$ cat config.mk
export PLATFORM = sky130hd
export DESIGN_NAME = rfb_ctrl
export DESIGN_NICKNAME = d
export VERILOG_FILES = /design/src/rtl/rfb_ctrl.sv
export SDC_FILE = /design/constraint.sdc
export NUM_CORES = 1
export LEC_CHECK = 0
export BUFFER_PORTS_ARGS = -buffer_cell sky130_fd_sc_hd__buf_2
export CORE_MARGIN = 1.5
export CORE_UTILIZATION = 50
export CTS_CLUSTER_DIAMETER = 200
export DETAILED_ROUTE_END_ITERATION = 8
export GPL_ROUTABILITY_DRIVEN = 0
export PLACE_DENSITY_LB_ADDON = 0.1
export SLEW_MARGIN = 20
export SYNTH_ARGS = -nofsm -noshare
export SYNTH_HDL_FRONTEND = slang
export SYNTH_SLANG_ARGS = --single-unit
$ cat constraint.sdc
create_clock -name clk -period 2.4 [get_ports clk]
set_input_delay 0.24 -clock clk [delete_from_list [all_inputs] [get_ports clk]]
set_output_delay 0.24 -clock clk [all_outputs]
set_load 0.05 [all_outputs]
$ cat src/rtl/rfb_ctrl.sv
`timescale 1ns/1ps
module rfb_ctrl #(
  parameter int ADDR_W = 8,
  parameter int PIX_W  = 32,
  parameter int LINE_W = 11
) (
  input  logic              clk,
  input  logic              rst_n,
  input  logic              reg_wr,
  input  logic [ADDR_W-1:0] reg_addr,
  input  logic [31:0]       reg_wdata,
  output logic [31:0]       reg_rdata,
  output logic              reg_ready,
  output logic              bus_wr_stb,
  output logic              bus_rd_stb,
  output logic [1:0]        bus_cs,
  output logic              bus_cmd,
  output logic [15:0]       bus_dout,
  input  logic [15:0]       bus_din,
  output logic              frame_done
);

  localparam logic [ADDR_W-1:0] A_SYS  = ADDR_W'('h00);
  localparam logic [ADDR_W-1:0] A_STAT = ADDR_W'('h04);
  localparam logic [ADDR_W-1:0] A_CTRL = ADDR_W'('h08);
  localparam logic [ADDR_W-1:0] A_PIX  = ADDR_W'('h0C);
  localparam logic [ADDR_W-1:0] A_LINE = ADDR_W'('h10);
  localparam logic [ADDR_W-1:0] A_CMD  = ADDR_W'('h14);
  localparam logic [ADDR_W-1:0] A_PAR  = ADDR_W'('h18);
  localparam logic [ADDR_W-1:0] A_DATA = ADDR_W'('h1C);
  localparam logic [ADDR_W-1:0] A_RDD  = ADDR_W'('h20);
  localparam logic [ADDR_W-1:0] A_RDS  = ADDR_W'('h24);
  localparam logic [ADDR_W-1:0] A_VS   = ADDR_W'('h58);
  localparam logic [ADDR_W-1:0] A_HS   = ADDR_W'('h5C);
  localparam int NBANK = 2;
  localparam int NDCY  = 3;

  logic [4:0]        idle_q;
  logic [3:0]        ctrl_q;
  logic [PIX_W-1:0]  pix_q;
  logic [LINE_W-1:0] line_q;
  logic [15:0]       rx_q, vs_q, hs_q, hi_q;
  logic              busy_q, hi_pend, rd_pend;

  logic [NBANK-1:0][31:0] bank_rd;
  logic [NBANK-1:0][1:0]  bank_mode;

  wire wr_acc   = reg_wr && reg_ready;
  wire soft_rst = wr_acc && reg_addr == A_SYS && reg_wdata[1];
  wire [1:0] wcs = ctrl_q[3:2];
  wire [1:0] rcs = ctrl_q[2] ? 2'b01 : (ctrl_q[3] ? 2'b10 : 2'b00);
  wire is_dec   = wr_acc && (reg_addr == A_DATA || reg_addr == A_RDD || reg_addr == A_RDS);
  wire [PIX_W-1:0] pix_nx = pix_q - PIX_W'(1);
  wire cfg_ok   = (bank_mode[0] & bank_mode[1]) == 2'b00;
  wire go_ok    = reg_wdata[4] && reg_wdata[0] && !reg_wdata[1] && !busy_q && cfg_ok;

  assign reg_ready = !(hi_pend || rd_pend);

  genvar b;
  generate
    for (b = 0; b < NBANK; b++) begin : g_bank
      localparam logic [ADDR_W-1:0] BASE = ADDR_W'(b == 0 ? 'h28 : 'h40);
      logic [31:0] cfg_q, onoff_q, cyc_q, rd_v;
      logic [NDCY-1:0][31:0] dcy_q;

      always_ff @(posedge clk or negedge rst_n) begin
        if (!rst_n) begin
          cfg_q <= 32'h0031_0000; onoff_q <= '0; cyc_q <= '0; dcy_q <= '0;
        end else if (soft_rst) begin
          cfg_q <= 32'h0031_0000; onoff_q <= '0; cyc_q <= '0; dcy_q <= '0;
        end else if (wr_acc) begin
          if (reg_addr == BASE)                 cfg_q   <= reg_wdata & 32'h003f_1fff;
          if (reg_addr == BASE + ADDR_W'(4))    onoff_q <= reg_wdata & 32'h3fff_ffff;
          if (reg_addr == BASE + ADDR_W'(8))    cyc_q   <= reg_wdata & 32'h0fff_ffff;
          for (int k = 0; k < NDCY; k++)
            if (reg_addr == BASE + ADDR_W'(12 + 4 * k)) dcy_q[k] <= reg_wdata & 32'h0f1f_0f1f;
        end
      end

      always_comb begin
        rd_v = '0;
        if (reg_addr == BASE)              rd_v = cfg_q;
        if (reg_addr == BASE + ADDR_W'(4)) rd_v = onoff_q;
        if (reg_addr == BASE + ADDR_W'(8)) rd_v = cyc_q;
        for (int k = 0; k < NDCY; k++)
          if (reg_addr == BASE + ADDR_W'(12 + 4 * k)) rd_v = dcy_q[k];
      end

      assign bank_rd[b]   = rd_v;
      assign bank_mode[b] = cfg_q[3:2];
    end
  endgenerate

  always_ff @(posedge clk or negedge rst_n) begin
    if (!rst_n) begin
      idle_q <= '0; ctrl_q <= 4'h2; pix_q <= '0; line_q <= '0;
      rx_q <= '0; vs_q <= '0; hs_q <= '0; hi_q <= '0;
      busy_q <= 1'b0; hi_pend <= 1'b0; rd_pend <= 1'b0;
      bus_wr_stb <= 1'b0; bus_rd_stb <= 1'b0; bus_cs <= '0; bus_cmd <= 1'b0;
      bus_dout <= '0; frame_done <= 1'b0;
    end else begin
      bus_wr_stb <= 1'b0;
      bus_rd_stb <= 1'b0;
      frame_done <= 1'b0;
      if (hi_pend) begin
        bus_wr_stb <= 1'b1;
        bus_dout   <= hi_q;
        hi_pend    <= 1'b0;
      end
      if (rd_pend) begin
        rx_q    <= bus_din;
        rd_pend <= 1'b0;
      end
      if (soft_rst) begin
        idle_q <= reg_wdata[4:0] & 5'h19; ctrl_q <= 4'h2; pix_q <= '0; line_q <= '0;
        rx_q <= '0; vs_q <= '0; hs_q <= '0; busy_q <= 1'b0;
      end else if (wr_acc) begin
        case (reg_addr)
          A_SYS:  idle_q <= reg_wdata[4:0] & 5'h19;
          A_CTRL: begin
            ctrl_q <= reg_wdata[3:0];
            if (go_ok) begin
              if (pix_q == '0) frame_done <= 1'b1;
              else             busy_q     <= 1'b1;
            end
          end
          A_PIX:  pix_q  <= reg_wdata[PIX_W-1:0];
          A_LINE: line_q <= reg_wdata[LINE_W-1:0];
          A_VS:   vs_q   <= reg_wdata[15:0];
          A_HS:   hs_q   <= reg_wdata[15:0];
          A_CMD, A_PAR, A_DATA: if (wcs != 2'b00) begin
            bus_wr_stb <= 1'b1;
            bus_cs     <= wcs;
            bus_cmd    <= reg_addr == A_CMD;
            bus_dout   <= reg_wdata[15:0];
            if (reg_addr == A_DATA) begin
              hi_q    <= reg_wdata[31:16];
              hi_pend <= 1'b1;
            end
          end
          A_RDD, A_RDS: if (rcs != 2'b00) begin
            bus_rd_stb <= 1'b1;
            bus_cs     <= rcs;
            bus_cmd    <= reg_addr == A_RDS;
            rd_pend    <= 1'b1;
          end
          default: ;
        endcase
        if (is_dec) begin
          pix_q <= pix_nx;
          if (busy_q && pix_nx == '0) begin
            busy_q     <= 1'b0;
            frame_done <= 1'b1;
          end
        end
      end
    end
  end

  always_comb begin
    case (reg_addr)
      A_SYS:        reg_rdata = {27'd0, idle_q};
      A_STAT:       reg_rdata = {23'd0, busy_q, 8'h01};
      A_CTRL:       reg_rdata = {28'd0, ctrl_q};
      A_PIX:        reg_rdata = 32'(pix_q);
      A_LINE:       reg_rdata = 32'(line_q);
      A_RDD, A_RDS: reg_rdata = {16'd0, rx_q};
      A_VS:         reg_rdata = {16'd0, vs_q};
      A_HS:         reg_rdata = {16'd0, hs_q};
      default:      reg_rdata = bank_rd[0] | bank_rd[1];
    endcase
  end

endmodule

## After elaboration in Yosys (flattened, before gate mapping)

Index checks and enable logic that the tools add are counted.

- $add $sub $neg: 1
- Eq/ne operators: 25
- Mux-type cells: 103
- Bitwise logic cells: 3
- Reduce and logical (&&, ||, !) cells: 64

Operator list:

| kind | number |
|---|---|
| 32-bit 2-to-1 mux | 40 |
| 96-bit 2-to-1 mux | 4 |
| 32-bit case mux with 8 select lines | 1 |
| 16-bit 2-to-1 mux | 13 |
| 8-bit by 6-bit equality test with 1-bit output, second input constant | 8 |
| 8-bit by 7-bit equality test with 1-bit output, second input constant | 8 |
| 32-bit logical NOT | 2 |
| 2-bit nonzero test | 22 |
| 2-bit AND reduction | 18 |
| 11-bit 2-to-1 mux | 3 |
| 8-bit by 5-bit equality test with 1-bit output, second input constant | 4 |
| 32-bit OR | 1 |
| 32-bit by 1-bit subtractor with 32-bit output, second input constant | 1 |
| 1-bit 2-to-1 mux | 30 |
| 8-bit by 4-bit equality test with 1-bit output, second input constant | 2 |
| 5-bit 2-to-1 mux | 3 |
| 4-bit 2-to-1 mux | 3 |
| 5-bit AND reduction | 2 |
| 1-bit logical AND | 9 |
| 8-bit by 3-bit equality test with 1-bit output, second input constant | 1 |
| 8-bit logical NOT | 1 |
| 2-bit 2-to-1 mux | 4 |
| 2-bit inequality test, second input constant | 2 |
| 2-bit case mux with 2 select lines | 1 |
| 9 further kinds | 13 |

- Register bits after elaboration: 524
- Input bits: 59
- Output and inout port bits: 55
- Word-level logic and storage cells: 224

## Longest topological paths before layout

Gate-level depths: netlist of run 1.

- Word-level depth: 10
- Depth in mapped cells: 12
- Depth with buffers taken out: 9

## Worst setup path after synthesis of run 1

Ideal clock, no wire load.

- Path kind: reg2reg
- Start point: register rd_pend
- End point: register hi_q[10]
- Library setup time: 0.125 ns
- Arrival time: 2.952 ns
- Data required time: 2.275 ns
- Setup slack: -0.677 ns
- Cell stages (with the launch flop): 12
- Path buffers: 5
- Clock period less this slack: 3.077 ns
- Path through: dfrtp_1 -> buf_6 -> nor2_2 -> and2_1 -> buf_6 -> o211ai_2 -> or3_1 -> buf_4 -> or2_1 -> buf_6 -> buf_12 -> mux2_4

- Cells in the longest elaborated chain, start to end: 7

Ends and longest elaborated chain:

| item | line | text |
|---|---|---|
| start: declaration | 43 | `logic busy_q, hi_pend, rd_pend;` |
| start signal: assignment | 98 | `busy_q <= 1'b0; hi_pend <= 1'b0; rd_pend <= 1'b0;` |
| start signal: assignment | 112 | `rd_pend <= 1'b0;` |
| start signal: assignment | 145 | `rd_pend <= 1'b1;` |
| 1-bit logical OR * | 57 | `assign reg_ready = !(hi_pend \|\| rd_pend);` |
| 1-bit logical NOT * | 57 |  |
| named net reg_ready | 13 | `output logic reg_ready,` |
| 1-bit logical AND * | 48 | `wire wr_acc = reg_wr && reg_ready;` |
| 1-bit logical AND (2 in a row) | 49 | `wire soft_rst = wr_acc && reg_addr == A_SYS && reg_wdata[1];` |
| 1-bit NOT (no line) | n/a |  |
| 5-bit AND reduction (no line) * | n/a |  |
| end signal: assignment | 137 | `hi_q <= reg_wdata[31:16];` |
| end: declaration | 42 | `logic [15:0] rx_q, vs_q, hs_q, hi_q;` |

Mark *: on every way through the listed nets, which the timed path passes. The rest lies on a longest branch.
A chain may end at the register's enable or synchronous reset.

## Worst setup path in the final report of run 1

- Start point: register g_bank[1].onoff_q[1]
- End point: output port reg_rdata[1]

- Cells in the longest elaborated chain, start to end: 7

Ends and longest elaborated chain:

| item | line | text |
|---|---|---|
| start: declaration | 63 | `logic [31:0] cfg_q, onoff_q, cyc_q, rd_v;` |
| start signal: assignment | 73 | `if (reg_addr == BASE + ADDR_W'(4)) onoff_q <= reg_wdata & 32'h3fff_ffff;` |
| 32-bit 2-to-1 mux | 83 | `if (reg_addr == BASE + ADDR_W'(4)) rd_v = onoff_q;` |
| 32-bit 2-to-1 mux | 84 | `if (reg_addr == BASE + ADDR_W'(8)) rd_v = cyc_q;` |
| 32-bit 2-to-1 mux (3 in a row) | 86 | `if (reg_addr == BASE + ADDR_W'(12 + 4 * k)) rd_v = dcy_q[k];` |
| 32-bit OR | 170 | `default: reg_rdata = bank_rd[0] \| bank_rd[1];` |
| 32-bit case mux with 8 select lines | 161 | `case (reg_addr)` |
| end: declaration | 12 | `output logic [31:0] reg_rdata,` |

Every way passes these cells.

==> results of run 1 <==
## report_power, final
| part | switching (mW) | internal (mW) |
|---|---|---|
| registers | 0.258 | 7.10 |
| clock network | 2.84 | 4.03 |
| logic | 1.22 | 0.795 |
## cell usage after synthesis (all sizes together), types with 8 or more instances
cell | instances | area (um2)
a21oi | 354 | 1780
a221oi | 19 | 166
a222oi | 28 | 280
a22o | 21 | 184
a22oi | 73 | 548
a31oi | 17 | 121
and3 | 13 | 81.3
buf | 61 | 339
clkbuf | 131 | 492
dfrtp | 393 | 9830
inv | 11 | 41.3
mux2 | 22 | 282
mux2i | 44 | 440
nand2 | 669 | 2510
nand3 | 45 | 238
nand4 | 13 | 81.3
nor2 | 140 | 557
nor3 | 48 | 255
nor4 | 13 | 87.6
nor4b | 8 | 82.6
o21ai | 71 | 355
## layout make-up
| cell class | instances | area share |
|---|---|---|
| Timing Repair Buffer | 467 | 0.161 |
| Multi-Input combinational cell | 1681 | 0.371 |
| Sequential cell | 400 | 0.385 |
| Clock buffer | 74 | 0.0518 |
| Tap cell | 518 | 0.0249 |
| Clock inverter | 8 | 0.00390 |
| Inverter | 11 | 0.00159 |
## metrics by stage
| step | util | instances |
|---|---|---|
| 6_report | 0.673 | 3159 |
| 2_1_floorplan | - | 2284 |
| 4_1_cts | 0.652 | 3132 |
| 3_3_place_gp | 0.597 | 3016 |
| 5_1_grt | 0.673 | 3159 |
| 3_5_place_dp | 0.597 | 3016 |
## worst min-delay path by stage
stage | end | slack (ns) | cells past startpoint
floorplan | bus_cmd | -0.06 | 0
finish | g_bank[1].cyc_q[15] | 0.05 | 3
global route | vs_q[15] | 0.04 | 3
detailed placement | bus_dout[13] | 0.28 | 1
global placement | bus_dout[15] | 0.27 | 1
CTS | g_bank[0].cyc_q[15] | 0.03 | 3
## flip-flops by register name (all words and copies together) (netlist names)
register,flops
g_bank.dcy_q,108
ctrl_q,4
hs_q,16
g_bank.cyc_q,56
busy_q,1
rx_q,16
pix_q,32
bus_cmd,1
hi_q,16
idle_q,3
bus_dout,16
g_bank.onoff_q,60
bus_wr_stb,1
rd_pend,1
bus_cs,2
hi_pend,1
g_bank.cfg_q,38
vs_q,16
frame_done,1
line_q,11
## layout by cell type, fill, tap and decap left out, drive strengths merged, types with 5 or more instances in the layout
master / instances
nor2: 140
mux2: 22
o21ai: 71
inv: 11
a22o: 21
a31oi: 17
a222oi: 28
or4: 6
dfstp: 7
and2: 6
and3: 13
nor3: 48
mux2i: 44
nor4: 13
nand2: 669
a221oi: 19
a32oi: 5
clkinv: 6
o31a: 5
a22oi: 73
buf: 440
nor4b: 8
nand4: 13
clkbuf: 77
dlygate4sd3: 24
nand3: 45
dfrtp: 393
a21oi: 354
## logic make-up (layout without fill, tap and decap cells)
family | after synthesis | count (layout) | synth area share
and+or+nand+nor | 985 | 985 | 0.212
AOI/OAI and AO/OA | 621 | 621 | 0.191
DFF | 400 | 400 | 0.511
buffers and inverters | 203 | 560 | 0.0445
muxes | 66 | 66 | 0.0368
xor gates and xnor gates | 6 | 6 | 0.00268
adders and majority gates | 3 | 3 | 0.00191
## worst reg2reg max path, cell delays in order, from the launching register on
cell and delay, ns:
dfrtp_1 0.41, buf_6 0.15, nor4_4 0.26, buf_4 0.18, nand4_1 0.11, buf_6 0.16, or3_4 0.35, nor4b_4 0.23
or3_4 0.17, nand4_1 0.12, a211oi_2 0.30
## metal layers
| metal | global-route usage | vias to the layer above | part of all wire |
|---|---|---|---|
| met3 | 0.0636 | 204 | 0.096 |
| met4 | 0.161 | 2 | 0.042 |
| met5 | 0 | - | 0.00042 |
| met2 | 0.593 | 1117 | 0.47 |
| li1 | - | 8592 | - |
| met1 | 0.510 | 9670 | 0.39 |
## repair_timing
action | CTS | global route
pin swaps | 17 | 51
hold buffers | 24 | 0
resized for setup | 95 | 125
cloned | 0 | 2
endpoints found under the hold margin | 101 | 0
setup buffers | 10 | 28
setup endpoints to repair | 28 | 29
==> out/summary.txt, run 1 <==
R2R Setup Slk = -0.14 ns
final hold slack = 0.0515 ns
DIE AREA = 0.0404 mm2
Area Growth Syn to Fin = 32.6%
Critical Path Max Stage Delay = 0.58 ns
post-detailed-routing wire length = 76.6 mm
Worst setup SP type = register
gate count of the mapped netlist = 2284
reg-to-reg startpoint = pix_q[8]
storage element area = 0.0100 mm2
total number of yosys warnings = 0
Worst-path clk slew = 0.06 ns
IO buf count = 113
failing checks = negative setup slack
Seq/Total Area, Yosys = 0.511
FF-to-FF End = frame_done
clock buffer depth = 3
HPWL after detailed placement = 51.1 mm
GRT Resource Usage Total = 0.375
Worst R2R Path Depth = 10
Layout Skew = 0.0230 ns
Cell Chain, Critical Path = a222oi_1 -> o21ai_1 -> nor3_2 -> buf_4 -> a31oi_4 -> buf_6
min Tclk post-route = 2.62 ns
# diodes = 0
Netlist cell types = 71
Initial DRC Count = 2363
Critical Setup Path Class = reg -> out
Sink Count = 400
crit path launch = g_bank[1].onoff_q[1]
Final ANT Viol Nets = 0
via count = 19585
global-route wire length before repair = 115 mm
worst skew pair latency = 0.60 ns
fin nets = 2667
worst setup margin = -0.216 ns
drt first pass iters = 6
Tightest Pin Transition = 0.869 ns
clock tree root driver cell = clkbuf_16
pin count of the biggest net entering global routing = 73
slew margin rel. = 0.421
initial antenna violation count = 0
crit path capture type = primary output
# DRC = 0
Avg Inst Size Synth = 8.59 um2
endpoints failing hold = 0
hold_sp = reg_wdata[15]
Setup crit end = reg_rdata[1]
flops & latches, synth = 400
filler instances = 3018
TritonCTS clock tree = built
pre-CTS setup slack = -0.300 ns
GRT overflow = 0
Post-synth EDFFs = 0
setup violators final = 10
Pwr Total = 16.2 mW
CTS Buf Count = 44
Leak = 11.4 nW
WP depth = 6
status = finished, violations left
H-tree level count = 2
vias per cell = 6.20
width of the die = 201 um
Max-Cap Viols = 0
multi-input logic area = 0.00966 mm2
Fin Setup TNS = -0.772 ns
Synth async-reset ratio = 1.00
row cnt = 72
io pins = 114
Routed wire per std cell = 24.3 um
CP max FO = 2
WP data required = 2.16 ns
vias in the first global route = 18944
layout cells sized above 1 = 0.257
max-slew violation count = 0
Pwr Density = 624 mW/mm2
RSZ-0062 raised after global routing = true
crit share post-route = 1.09
Max IR drop VDD = 0.561 mV
FMAX = 382 MHz
cell area after synthesis = 0.0196 mm2
placed inst area = 0.0231 mm2
main flop type after synthesis = dfrtp_1
hold crit path type = in -> reg
Critical Path Slowest Stage Cell = a222oi_1
Crit path max-delay family = compound AO/OA/AOI/OAI gates
Die Ht = 201 um
syn nets = 2346
Arr. time, crit path = 2.38 ns
Initial Utilization = 0.508
core outline area = 0.0386 mm2
Final Instance Area = 0.0260 mm2
crit path buf inv count = 2
Note: power is estimated with default switching activity, not from simulation.
==> run 2: changes to the inputs <==
- CTS_CLUSTER_DIAMETER: 200 -> default
- REMOVE_ABC_BUFFERS: default -> 1
==> run 2 against run 1 <==
  * Global-route usage shrank 0.38 points
  * Combinational power shrank 6%
  * Register-to-register slack gained 0.09 ns
  * Largest power group unchanged
  * The flow still finishes with violations (negative setup slack)
  * Non-clock buffer count shrank 20
  * Via count shrank 0.35%
  * Maximum frequency grew 5.3%
  * Critical path depth is the same
  * Clock-buffer cell count is the same
  * First-iteration DRC count shrank 11%
==> out/summary.txt, run 2 (same netlist as run 1, synthesis figures left out) <==
status = finished, violations left
failing checks = negative setup slack
H-tree level count = 2 (unchanged)
post-detailed-routing wire length = 75.7 mm (-1.2%)
Max-Cap Viols = 0 (unchanged)
core outline area = 0.0386 mm2 (unchanged)
fin nets = 2647 (-0.75%)
vias per cell = 6.22 (+0.38%)
layout cells sized above 1 = 0.238 (-0.0184)
Layout Skew = 0.0130 ns (-0.00993 ns)
# diodes = 0 (unchanged)
crit share post-route = 1.03 (-0.0552)
hold crit path type = in -> reg
slew margin rel. = 0.567 (+0.146)
Arr. time, crit path = 2.24 ns (-0.14 ns)
biggest registers after layout = g_bank.dcy_q x108, g_bank.onoff_q x60, g_bank.cyc_q x56
CTS Buf Count = 44 (unchanged)
WP data required = 2.16 ns (about the same)
commonest non-fill, non-tap cell in the layout = nand2_1
clock buffer depth = 3 (unchanged)
Max IR drop VDD = 0.574 mV (+2.4%)
Pwr Total = 16.0 mW (-1.4%)
Leak = 11.2 nW (-1.5%)
most flop-heavy register = g_bank.dcy_q
placed inst area = 0.0228 mm2 (-1.2%)
endpoints failing hold = 0 (unchanged)
Sink Count = 400 (unchanged)
Tightest Pin Transition = 0.650 ns (-0.219 ns)
via count = 19517 (-0.35%)
drt first pass iters = 6 (unchanged)
GRT Resource Usage Total = 0.371 (-0.00385)
Final ANT Viol Nets = 0 (unchanged)
final std cells w/o fill = 3136 (-0.73%)
placed cell count = 3002 (-0.46%)
RSZ-0062 raised after global routing = true
io pins = 114 (unchanged)
Pwr Density = 626 mW/mm2 (+0.32%)
IO buf count = 113 (unchanged)
Layout Utilization = 0.662 (-0.0115)
# DRC = 0 (unchanged)
CP max FO = 2 (unchanged)
most frequent cells in the layout = nand2_1, dfrtp_1, a21oi_1
max-slew violation count = 0 (unchanged)
Area Growth Syn to Fin = 30.3%
crit path capture type = primary output
GRT overflow = 0 (unchanged)
vias in the first global route = 19221 (+1.5%)
worst skew pair latency = 0.59 ns (about the same)
Initial DRC Count = 2107 (-11%)
width of the die = 201 um (unchanged)
Routed wire per std cell = 24.1 um (-0.51%)
clock tree root driver cell = clkbuf_16
row cnt = 72 (unchanged)
global-route wire length before repair = 114 mm (-0.86%)
DIE AREA = 0.0404 mm2 (unchanged)
HPWL after detailed placement = 50.3 mm (-1.5%)
worst setup margin = -0.0840 ns (+0.132 ns)
final hold slack = 0.0204 ns (-0.0312 ns)
Final Instance Area = 0.0256 mm2 (-1.7%)
pin count of the biggest net entering global routing = 105 (+44%)
Worst-path clk slew = 0.06 ns (about the same)
Worst setup SP type = register
initial antenna violation count = 1 (+1)
Largest register FFs = 108 (unchanged)
Initial Utilization = 0.508 (unchanged)
FMAX = 403 MHz (+5.3%)
TritonCTS clock tree = built
setup violators final = 12 (+2)
Critical Setup Path Class = reg -> out
Die Ht = 201 um (unchanged)
min Tclk post-route = 2.48 ns (-0.132 ns)
[run 2: changes by cell type in the layout (fill, tap and decap cells not counted), sizes merged]
cell         before  now
clkbuf           77   79
clkinv            6    4
bufinv            2    1
dlygate4sd3      24   26
buf             440  414
bufbuf            0    2
[run 2: final cells by class]
cell class	instances	area (um2)
inverters	11	41.3
multi-input cells	1681	9350
clock buffers	74	1360
flip-flops and latches	400	10000
repair buffers	447	4090
well taps	518	648
clock inverters	5	61.3
fillers	3092	13100
[run 2: critical path: stages (launching register included)]
cell and delay (ns):
dfrtp_1 0.40, a22o_1 0.23, a222oi_1 0.32, nand3_1 0.19
nor3_4 0.26, a21oi_2 0.08, buf_6 0.18
[run 2: repair_timing]
action / CTS / global route
gates cloned: 1 / 1
endpoints found under the setup margin: 35 / 37
pin swaps: 24 / 38
hold endpoints to repair: 102 / 0
setup buffers: 11 / 17
gates resized for setup: 96 / 95
hold buffers: 26 / 0
[run 2: worst paths after layout]
kind	from	end	slack, ns	cells after the start
max in group asynchronous	rst_n	g_bank[0].dcy_q[42]	1.41	3
max	g_bank[1].dcy_q[2]	reg_rdata[2]	-0.08	6
min	reg_wdata[14]	g_bank[1].cyc_q[14]	0.02	3
min in group asynchronous	rst_n	bus_dout[7]	0.21	2
max reg2reg	pix_q[16]	frame_done	-0.05	9
min reg2reg	g_bank[1].cfg_q[21]	g_bank[1].cfg_q[21]	0.49	2
[run 2: through the flow]
stage	worst slack (ns)	TNS, ns
final	-0.0840	-0.362
after global routing	-0.155	-1.16
after CTS	-0.0152	-0.0372
after detailed placement	-0.289	-7.91
after global placement	-0.275	-5.33
after floorplan	-7.59	-1937.88
[run 2: power by group]
group / leakage (nW) / total [mW] / switching, mW / internal [mW]
Sequential: 5.39 / 7.37 / 0.264 / 7.10
Combinational: 5.15 / 1.89 / 1.13 / 0.760
Clock: 0.693 / 6.75 / 2.82 / 3.94
[run 2: layer usage]
metal | global-route usage | vias up | share of wire
li1 | - | 8536 | -
met1 | 0.481 | 9544 | 0.38
met2 | 0.592 | 1166 | 0.46
met3 | 0.0659 | 271 | 0.10
met4 | 0.201 | 0 | 0.058
met5 | 0.00476 | - | 0
